$ cat config.mk
export PLATFORM = sky130hd
export DESIGN_NAME = nic_cmd_irq_ctrl
export DESIGN_NICKNAME = d
export VERILOG_FILES = /design/src/rtl/nic_ctrl_pkg.sv /design/src/rtl/nic_run_seq.sv /design/src/rtl/nic_cmd_reg.sv /design/src/rtl/nic_irq_unit.sv /design/src/rtl/nic_cmd_irq_ctrl.sv
export SDC_FILE = /design/constraint.sdc
export NUM_CORES = 1
export LEC_CHECK = 0
export CAP_MARGIN = 20
export CORE_MARGIN = 2
export CORE_UTILIZATION = 50
export CTS_CLUSTER_DIAMETER = 60
export CTS_CLUSTER_SIZE = 20
export DETAILED_ROUTE_END_ITERATION = 10
export DONT_BUFFER_PORTS = 1
export PLACE_DENSITY_LB_ADDON = 0.15
export RECOVER_POWER = 25
export SYNTH_ARGS = -nofsm -noshare
export SYNTH_HDL_FRONTEND = slang
export SYNTH_HIERARCHICAL = 1
export SYNTH_SLANG_ARGS = --single-unit
$ cat constraint.sdc
create_clock -name clk -period 3.6 [get_ports clk]
set_input_delay 0.72 -clock clk [delete_from_list [all_inputs] [get_ports clk]]
set_output_delay 0.72 -clock clk [all_outputs]
set_load 0.1 [all_outputs]
$ cat src/rtl/nic_ctrl_pkg.sv
package nic_ctrl_pkg;

  typedef enum logic [1:0] {
    RS_RUN   = 2'd0,
    RS_DRAIN = 2'd1,
    RS_OFF   = 2'd2
  } run_state_e;

  // command byte fields
  localparam int CB_STOP  = 0;
  localparam int CB_START = 1;
  localparam int CB_TXREQ = 2;
  localparam int CB_OP_LO = 3;
  localparam int CB_OP_HI = 5;
  localparam int CB_PG_LO = 6;
  localparam int CB_PG_HI = 7;

  localparam logic [2:0] OP_IDLE    = 3'b100;
  localparam logic [2:0] OP_ILLEGAL = 3'b000;
  localparam logic [1:0] PG_RSVD    = 2'b11;

  // status byte
  localparam int NUM_EV = 7;
  localparam int SB_RST = 7;

  // register offsets
  localparam int OFS_CMD    = 0;
  localparam int OFS_STAT   = 7;
  localparam int OFS_ADR_LO = 8;
  localparam int OFS_ADR_HI = 9;
  localparam int OFS_MASK   = 15;

endpackage

$ cat src/rtl/nic_run_seq.sv
module nic_run_seq
  import nic_ctrl_pkg::*;
(
  input  logic       clk,
  input  logic       rst_n,
  input  logic       cmd_wr,
  input  logic       stop_bit,
  input  logic       start_bit,
  input  logic       rx_busy,
  input  logic       tx_busy,
  output run_state_e state_q,
  output logic       running,
  output logic       enter_off,
  output logic       start_cmd
);

  run_state_e state_d;
  logic       stop_req;
  logic       any_busy;

  assign stop_req  = cmd_wr & stop_bit;
  assign start_cmd = cmd_wr & ~stop_bit & start_bit;
  assign any_busy  = rx_busy | tx_busy;

  always_comb begin
    state_d = state_q;
    unique case (state_q)
      RS_RUN: begin
        if (stop_req) state_d = any_busy ? RS_DRAIN : RS_OFF;
      end
      RS_DRAIN: begin
        if (start_cmd)      state_d = RS_RUN;
        else if (!any_busy) state_d = RS_OFF;
      end
      RS_OFF: begin
        if (start_cmd) state_d = RS_RUN;
      end
      default: state_d = RS_OFF;
    endcase
  end

  assign enter_off = (state_q != RS_OFF) && (state_d == RS_OFF);
  assign running   = (state_q == RS_RUN);

  always_ff @(posedge clk or negedge rst_n) begin
    if (!rst_n) state_q <= RS_OFF;
    else        state_q <= state_d;
  end

endmodule

$ cat src/rtl/nic_cmd_reg.sv
module nic_cmd_reg
  import nic_ctrl_pkg::*;
#(
  parameter int RA_W = 16
) (
  input  logic            clk,
  input  logic            rst_n,
  input  logic            cmd_wr,
  input  logic [7:0]      wdata,
  input  logic            running,
  input  logic            tx_done,
  input  logic            rdma_done,
  input  logic            alo_wr,
  input  logic            ahi_wr,
  input  logic            rdma_step,
  output logic            txreq_q,
  output logic [2:0]      op_q,
  output logic [1:0]      page_q,
  output logic            abort_q,
  output logic [RA_W-1:0] addr_q
);

  localparam int HI_W = RA_W - 8;

  logic            txreq_en, txreq_d;
  logic            op_en;
  logic [2:0]      op_d, op_wr;
  logic            page_en;
  logic [1:0]      page_wr;
  logic            abort_d;
  logic            addr_en;
  logic [RA_W-1:0] addr_d;

  assign op_wr   = wdata[CB_OP_HI:CB_OP_LO];
  assign page_wr = wdata[CB_PG_HI:CB_PG_LO];

  // transmit request: a write while online wins over completion
  always_comb begin
    txreq_en = 1'b0;
    txreq_d  = txreq_q;
    if (cmd_wr && wdata[CB_TXREQ] && running) begin
      txreq_en = 1'b1;
      txreq_d  = 1'b1;
    end else if (tx_done) begin
      txreq_en = 1'b1;
      txreq_d  = 1'b0;
    end
  end

  // remote opcode: abort code, legal codes, then completion
  always_comb begin
    op_en = 1'b0;
    op_d  = op_q;
    if (cmd_wr && op_wr[2]) begin
      op_en = 1'b1;
      op_d  = OP_IDLE;
    end else if (cmd_wr && (op_wr != OP_ILLEGAL)) begin
      op_en = 1'b1;
      op_d  = op_wr;
    end else if (rdma_done) begin
      op_en = 1'b1;
      op_d  = OP_IDLE;
    end
  end

  assign abort_d = cmd_wr & op_wr[2];
  assign page_en = cmd_wr & (page_wr != PG_RSVD);

  // address counter: software load first, then stepping while active
  always_comb begin
    addr_en = 1'b0;
    addr_d  = addr_q;
    if (alo_wr) begin
      addr_en = 1'b1;
      addr_d  = {addr_q[RA_W-1:8], wdata};
    end else if (ahi_wr) begin
      addr_en = 1'b1;
      addr_d  = {wdata[HI_W-1:0], addr_q[7:0]};
    end else if (rdma_step && !op_q[2]) begin
      addr_en = 1'b1;
      addr_d  = addr_q + RA_W'(1);
    end
  end

  always_ff @(posedge clk or negedge rst_n) begin
    if (!rst_n)        txreq_q <= 1'b0;
    else if (txreq_en) txreq_q <= txreq_d;
  end

  always_ff @(posedge clk or negedge rst_n) begin
    if (!rst_n)     op_q <= OP_IDLE;
    else if (op_en) op_q <= op_d;
  end

  always_ff @(posedge clk or negedge rst_n) begin
    if (!rst_n)       page_q <= 2'b00;
    else if (page_en) page_q <= page_wr;
  end

  always_ff @(posedge clk or negedge rst_n) begin
    if (!rst_n) abort_q <= 1'b0;
    else        abort_q <= abort_d;
  end

  always_ff @(posedge clk or negedge rst_n) begin
    if (!rst_n)       addr_q <= '0;
    else if (addr_en) addr_q <= addr_d;
  end

endmodule

$ cat src/rtl/nic_irq_unit.sv
module nic_irq_unit
  import nic_ctrl_pkg::*;
(
  input  logic              clk,
  input  logic              rst_n,
  input  logic [NUM_EV-1:0] ev,
  input  logic              stat_wr,
  input  logic              mask_wr,
  input  logic [7:0]        wdata,
  input  logic              enter_off,
  input  logic              start_cmd,
  input  logic              ring_ovw,
  input  logic              ring_free,
  output logic [7:0]        stat_q,
  output logic [NUM_EV-1:0] mask_q,
  output logic              irq
);

  logic [NUM_EV-1:0] ev_bits_q;
  logic              rst_bit_q;
  logic              rst_en, rst_d;

  // per-event status flops: an event sets, a written 1 clears, event wins
  for (genvar i = 0; i < NUM_EV; i++) begin : g_stat
    logic bit_q;
    logic bit_en;
    assign bit_en = ev[i] | (stat_wr & wdata[i]);
    always_ff @(posedge clk or negedge rst_n) begin
      if (!rst_n)      bit_q <= 1'b0;
      else if (bit_en) bit_q <= ev[i];
    end
    assign ev_bits_q[i] = bit_q;
  end

  // offline / overwrite flag: set sources win over clear sources
  always_comb begin
    rst_en = 1'b0;
    rst_d  = rst_bit_q;
    if (enter_off || ring_ovw) begin
      rst_en = 1'b1;
      rst_d  = 1'b1;
    end else if (start_cmd || ring_free) begin
      rst_en = 1'b1;
      rst_d  = 1'b0;
    end
  end

  always_ff @(posedge clk or negedge rst_n) begin
    if (!rst_n)      rst_bit_q <= 1'b1;
    else if (rst_en) rst_bit_q <= rst_d;
  end

  always_ff @(posedge clk or negedge rst_n) begin
    if (!rst_n)       mask_q <= '0;
    else if (mask_wr) mask_q <= wdata[NUM_EV-1:0];
  end

  assign stat_q = {rst_bit_q, ev_bits_q};
  assign irq    = |(ev_bits_q & mask_q);

endmodule

$ cat src/rtl/nic_cmd_irq_ctrl.sv
module nic_cmd_irq_ctrl
  import nic_ctrl_pkg::*;
#(
  parameter int REG_AW = 4,
  parameter int RA_W   = 16
) (
  input  logic              clk,
  input  logic              rst_n,
  input  logic              reg_wr,
  input  logic [REG_AW-1:0] reg_addr,
  input  logic [7:0]        reg_wdata,
  output logic [7:0]        reg_rdata,
  input  logic              rx_busy,
  input  logic              tx_busy,
  input  logic              ev_rx_ok,
  input  logic              ev_tx_ok,
  input  logic              ev_rx_err,
  input  logic              ev_tx_err,
  input  logic              ev_ring_ovw,
  input  logic              ev_cnt_msb,
  input  logic              ev_rdma_done,
  input  logic              ev_ring_free,
  input  logic              rdma_step,
  output logic              running,
  output logic              tx_req,
  output logic [1:0]        rdma_op,
  output logic              rdma_active,
  output logic              rdma_abort,
  output logic [RA_W-1:0]   rdma_addr,
  output logic              irq
);

  localparam logic [REG_AW-1:0] A_CMD  = REG_AW'(OFS_CMD);
  localparam logic [REG_AW-1:0] A_STAT = REG_AW'(OFS_STAT);
  localparam logic [REG_AW-1:0] A_ALO  = REG_AW'(OFS_ADR_LO);
  localparam logic [REG_AW-1:0] A_AHI  = REG_AW'(OFS_ADR_HI);
  localparam logic [REG_AW-1:0] A_MASK = REG_AW'(OFS_MASK);

  run_state_e        state_q;
  logic              enter_off, start_cmd;
  logic              cmd_wr, stat_wr, mask_wr, alo_wr, ahi_wr;
  logic              pg0, pg2;
  logic              txreq_q, abort_q;
  logic [2:0]        op_q;
  logic [1:0]        page_q;
  logic [RA_W-1:0]   addr_q;
  logic [7:0]        stat_q;
  logic [NUM_EV-1:0] mask_q;
  logic [NUM_EV-1:0] ev_vec;
  logic [7:0]        cmd_rb;

  // register write decode
  assign pg0     = (page_q == 2'b00);
  assign pg2     = (page_q == 2'b10);
  assign cmd_wr  = reg_wr && (reg_addr == A_CMD);
  assign stat_wr = reg_wr && pg0 && (reg_addr == A_STAT);
  assign mask_wr = reg_wr && pg0 && (reg_addr == A_MASK);
  assign alo_wr  = reg_wr && pg0 && (reg_addr == A_ALO);
  assign ahi_wr  = reg_wr && pg0 && (reg_addr == A_AHI);

  assign ev_vec = {ev_rdma_done, ev_cnt_msb, ev_ring_ovw, ev_tx_err,
                   ev_rx_err, ev_tx_ok, ev_rx_ok};

  nic_run_seq u_seq (
    .clk       (clk),
    .rst_n     (rst_n),
    .cmd_wr    (cmd_wr),
    .stop_bit  (reg_wdata[CB_STOP]),
    .start_bit (reg_wdata[CB_START]),
    .rx_busy   (rx_busy),
    .tx_busy   (tx_busy),
    .state_q   (state_q),
    .running   (running),
    .enter_off (enter_off),
    .start_cmd (start_cmd)
  );

  nic_cmd_reg #(.RA_W(RA_W)) u_cmd (
    .clk       (clk),
    .rst_n     (rst_n),
    .cmd_wr    (cmd_wr),
    .wdata     (reg_wdata),
    .running   (running),
    .tx_done   (ev_tx_ok | ev_tx_err),
    .rdma_done (ev_rdma_done),
    .alo_wr    (alo_wr),
    .ahi_wr    (ahi_wr),
    .rdma_step (rdma_step),
    .txreq_q   (txreq_q),
    .op_q      (op_q),
    .page_q    (page_q),
    .abort_q   (abort_q),
    .addr_q    (addr_q)
  );

  nic_irq_unit u_irq (
    .clk       (clk),
    .rst_n     (rst_n),
    .ev        (ev_vec),
    .stat_wr   (stat_wr),
    .mask_wr   (mask_wr),
    .wdata     (reg_wdata),
    .enter_off (enter_off),
    .start_cmd (start_cmd),
    .ring_ovw  (ev_ring_ovw),
    .ring_free (ev_ring_free),
    .stat_q    (stat_q),
    .mask_q    (mask_q),
    .irq       (irq)
  );

  assign cmd_rb = {page_q, op_q, txreq_q, running, (state_q != RS_RUN)};

  // read mux
  always_comb begin
    reg_rdata = 8'h00;
    if (reg_addr == A_CMD)                reg_rdata = cmd_rb;
    else if (pg0 && reg_addr == A_STAT)   reg_rdata = stat_q;
    else if (pg0 && reg_addr == A_ALO)    reg_rdata = addr_q[7:0];
    else if (pg0 && reg_addr == A_AHI)    reg_rdata = 8'(addr_q[RA_W-1:8]);
    else if (pg2 && reg_addr == A_MASK)   reg_rdata = {1'b0, mask_q};
  end

  assign tx_req      = txreq_q;
  assign rdma_op     = op_q[1:0];
  assign rdma_active = ~op_q[2];
  assign rdma_abort  = abort_q;
  assign rdma_addr   = addr_q;

endmodule

* Yosys cells after proc, flatten, opt, wreduce, memory -nomap -nowiden
Cells that the tools add are included.
** Word-level totals
- Bits in registers :: 40
- Output and inout bits :: 31
- Word-level logic and storage cells :: 119
** Cells by class
- Add/sub/neg operators :: 1
- Eq/ne operators :: 11
- Multiplexer cells :: 31
- Bitwise logic cells :: 25
- Reduce and logical (&&, ||, !) cells :: 35
** Operator list (count)
- $mux W8 :: 5
- $mux W16 :: 2
- $add A16 B1 Y16 const B :: 1
- $logic_and A1 B1 Y1 :: 16
- $mux W1 :: 14
- $and A1 B1 Y1 :: 12
- $eq A4 B4 Y1 const B :: 3
- $mux W2 :: 5
- $reduce_bool A2 Y1 :: 5
- $mux W3 :: 3
- $or A1 B1 Y1 :: 9
- $and A7 B7 Y7 :: 1
- $mux W7 :: 1
- $reduce_or A7 Y1 :: 1
- $eq A2 B2 Y1 const B :: 3
- $ne A2 B2 Y1 const B :: 3
- $pmux W2 S3 :: 1
- $reduce_and A2 Y1 :: 3
- $reduce_and A3 Y1 :: 2
- $reduce_bool A3 Y1 :: 2
- $eq A4 B3 Y1 const B :: 1
- $logic_not A2 Y1 :: 2
- $logic_not A4 Y1 :: 1
- $not A1 Y1 :: 3
- 3 further kinds :: 4

* Logic depth before layout (Yosys ltp)
- Word-level depth :: 11
- Depth in mapped cells :: 9
- Mapped depth without buffers :: 7

* Hierarchy
The synthesis kept the hierarchy.
** Modules (own cells, without submodules)
- nic_cmd_reg :: instances 1, cells each 138, area each 1275.0 µm², sequential area each 576.8 µm²
- nic_irq_unit :: instances 1, cells each 51, area each 675.6 µm², sequential area each 376.6 µm²
- nic_cmd_irq_ctrl :: instances 1, cells each 64, area each 402.9 µm², sequential area each 0.0 µm²
- nic_run_seq :: instances 1, cells each 15, area each 128.9 µm², sequential area each 51.3 µm²

* Worst setup path after synthesis
Ideal clock, no wire load.
- Path type :: flip-flop to output port
- Start :: register u_seq.state_q[0]
- End :: output reg_rdata[1]
- Arrival time :: 4.263 ns
- Path slack :: -1.383 ns
- Stages on the path, launching flop included :: 4
- Buffers on the path :: 0
- Path through :: dfrtp_1 > nor2_1 > o22ai_1 > a221oi_1
** Between the ends
- Cells in the longest elaborated chain, start to end :: 2
** Ends and longest elaborated chain
- start: declaration :: line nic_run_seq.sv:11 : output run_state_e state_q,
- start signal: assignment :: line nic_run_seq.sv:47 : else state_q <= state_d;
- $logic_not A2 Y1 :: line nic_run_seq.sv:43 : assign running = (state_q == RS_RUN);
- via running :: line nic_cmd_irq_ctrl.sv:24 : output logic running,
- $mux W8 :: line nic_cmd_irq_ctrl.sv:117 : if (reg_addr == A_CMD) reg_rdata = cmd_rb;
- end: declaration :: line nic_cmd_irq_ctrl.sv:12 : output logic [7:0] reg_rdata,
The timed path passes the listed nets, and every way through them passes these cells.

* Final worst setup path
- Start :: register u_cmd.page_q[0]
- End :: output reg_rdata[4]
** Between the ends
- Cells in the longest elaborated chain, start to end :: 7
- Elaborated cells between the ends (all ways) :: 11
- Classes of those cells :: 1 x eq/ne; 5 x mux; 5 x reduce/logical
** Ends and longest elaborated chain
- start: declaration :: line nic_cmd_reg.sv:18 : output logic [1:0] page_q,
- start signal: assignment :: line nic_cmd_reg.sv:97 : else if (page_en) page_q <= page_wr;
- $eq A2 B2 Y1 :: line nic_cmd_irq_ctrl.sv:54 : assign pg2 = (page_q == 2'b10);
- $logic_and A1 B1 Y1 :: line nic_cmd_irq_ctrl.sv:121 : else if (pg2 && reg_addr == A_MASK) reg_rdata = {1'b0, mask_q};
- $mux W7 :: line nic_cmd_irq_ctrl.sv:121
- $mux W8 :: line nic_cmd_irq_ctrl.sv:120 : else if (pg0 && reg_addr == A_AHI) reg_rdata = 8'(addr_q[RA_W-1:8]);
- $mux W8 :: line nic_cmd_irq_ctrl.sv:119 : else if (pg0 && reg_addr == A_ALO) reg_rdata = addr_q[7:0];
- $mux W8 * :: line nic_cmd_irq_ctrl.sv:118 : else if (pg0 && reg_addr == A_STAT) reg_rdata = stat_q;
- $mux W8 * :: line nic_cmd_irq_ctrl.sv:117
Every way passes the cells marked *; elsewhere a longest branch is shown, timed or not.

==> metrics.txt <==
status finished, final reports clean; Lkg Pwr around 1.2 nW; NumNets Final 318; worst ir drop on vdd 0.316 mV; H-tree depth 2; Post-synth top cells 37 x dfrtp_1, 23 x nand2_1, 18 x nor2_1; largest net degree at the start of global routing between 40 and 50; hold buffers post-CTS 0; clk sinks 40; fin worst setup slack 431 ps; Most used DFF post-synth dfrtp_1; row cnt 25; WL per Instance 20.2 µm; Hold Slack 117 ps; post-synth top area cell dfrtp_1; number of flops mapped to enable cells by yosys 0; postcts setup bufs 0; Post-Route WL roughly 7.3 mm; CP Launch Type flip-flop; initial antenna violation count 0; Area contributors post-synth dfrtp_1 37%, mux2_4 4.2%, o22ai_1 4.0%; IO Count 57; Async SR Flop Fraction 100%; Max Root-Sink Buffers 2; Mapped Area 2480 µm²; Pre-Repair DR Iteration Count 5; die height 74.5 µm; Yosys Warn Count 6; dpl ws 611 ps; routed via count 2211; synthesis-to-finish area growth 21.1%; register area 1000 µm²; clock root buffer clkbuf_8; max-slew violations 0; post-route setup TNS 0 ps; post-route antenna net violation count 0; Fill cells 409; critical path peak fanout 7; Final Setup Violations 0; count leader, synth dfrtp_1; worst slew pin tran about 990 ps; routed vias/inst between 6 and 7; Non-Filler Instances ~360; syn avg cell area around 9 µm²; Fmax between 300 and 400 MHz; Port Buf Inserts 0; Cell variety after synth a little under 60; ant diodes 0; die footprint 5540 µm²; Tcrit/Tclk final around nine tenths; fraction of layout cells with a size suffix above 1 25.3%; critical setup path kind flip-flop to output pin; post-DP HPWL around 5.3 mm; Tot Pwr between 0.0015 and 0.002 W; DR iter-0 viols 265; crit path time final ~3200 ps; sequential area share after synthesis between 40% and 50%; vias in the first global route 2117; Synth Instances 268; GRT Residual Overflow 0; Initial Util between 50% and 60%; Hold Crit Class input port to asynchronous set/reset pin; Max Cap Viol 0; Multi-input gate area 1420 µm²; Final Hold Viols 0; GRT Util Overall 28.0%; core footprint approximately 4800 µm²; CTS resizes 0; Synth top area share 37.3%; CTS Buf Count 5; Post-Place Cells 351; WP data required 2880 ps; flops & latches, synth 40; RSZ-0062 raised after global routing false; clock-pin slew on the worst setup and hold paths about 80 ps; CTS tree built; Worst-Skew Late Latency 290 ps; wire length of the first global-routing pass 11.4 mm; DRC violations left 0; Slew HR 33.8%; Die Width ~74 µm; CP endpoint kind output pin; Setup Skew roughly 4.0 ps; Net Count, Synth 295; GP Congestion 0.856; pwr/cell area 512 nW/µm²; CP arrival about 2500 ps
[cell type report]
type / count / area share [%]
timing repair buffer: 34 / 11.7
sequential: 40 / 33.4
multi-input combinational: 195 / 47.2
inverter: 15 / 1.87
clock inverter: 2 / 0.333
clock buffer: 6 / 2.75
tap: 67 / 2.79
[cell usage in the layout (no fill, tap or decap), drive strengths merged, types with 3 or more instances in the layout]
master,count
dfrtp,37
buf,34
nand2,24
nor2,19
o22ai,16
inv,15
o21ai,14
nand2b,11
nor3,10
a22oi,9
mux2,7
nand3,7
a21o,7
clkbuf,6
nand4,6
nor4,6
a221oi,5
and4,5
a211oi,4
a21oi,4
and3,3
and2,3
xnor2,3
xor2,3
a311oi,3
dfstp,3
[flip-flops by register name, indices dropped and copies added, names as in the netlist]
name                flops
u_seq/state_q           2
u_cmd/page_q            2
u_irq/rst_bit_q         1
u_cmd/op_q              3
u_cmd/txreq_q           1
u_cmd/abort_q           1
u_cmd/addr_q           16
u_irq/g_stat.bit_q      7
u_irq/mask_q            7
[kinds of logic after synthesis]
| logic type | after synthesis | share of synthesized area [%] |
|---|---|---|
| compound gates | 72 | 20.1 |
| xor+xnor | 6 | 2.12 |
| fa+ha+maj | 2 | 0.958 |
| buf+inv | 33 | 6.70 |
| flops | 40 | 40.5 |
| mux | 9 | 5.04 |
| simple gates | 106 | 24.6 |
[routing by layer]
layer,vias to the layer above,track usage (%),share of wire [%]
met3,8,7.18,6.5
met2,92,44.5,49
met4,0,6.94,1.1
met5,-,0,0
met1,1079,38.3,44
li1,1032,-,-
[critical path: stages, from the launching register on]
cell      delay (ps)
dfrtp_1          480
or4b_4           600
or3_1            470
o22ai_1          300
a221oi_4          70
buf_12           230
[metrics by stage]
step                util (%)  instance area (µm²)
floorplan                  -                 2530
global placement        61.3                 2910
detailed placement      61.3                 2910
CTS                     63.2                 3010
global route            63.2                 3010
finish                  63.2                 3010
[power by group]
group          switching [W]  internal, W
logic               0.000456     0.000175
registers          0.0000856     0.000515
clock network       0.000153     0.000153
total               0.000695     0.000843
[worst paths after layout]
kind,start,endpoint,slack [ps],depth (start not counted)
max reg2reg,u_cmd/page_q[0]$_DFFE_PN0P_,u_cmd/addr_q[14]$_DFFE_PN0P_,820,6
min,rst_n,u_cmd/op_q[1]$_DFFE_PN0P_,120,0
min in group clk,reg_wdata[5],u_cmd/op_q[1]$_DFFE_PN0P_,510,1
max,u_cmd/page_q[0]$_DFFE_PN0P_,reg_rdata[4],430,5
min reg2reg,u_irq/g_stat[0].bit_q$_DFFE_PN0P_,u_irq/g_stat[0].bit_q$_DFFE_PN0P_,520,1
max in group asynchronous,rst_n,u_seq/state_q[1]$_DFF_PN1_,3290,0
No activity file was read; power rests on OpenSTA's default activity.
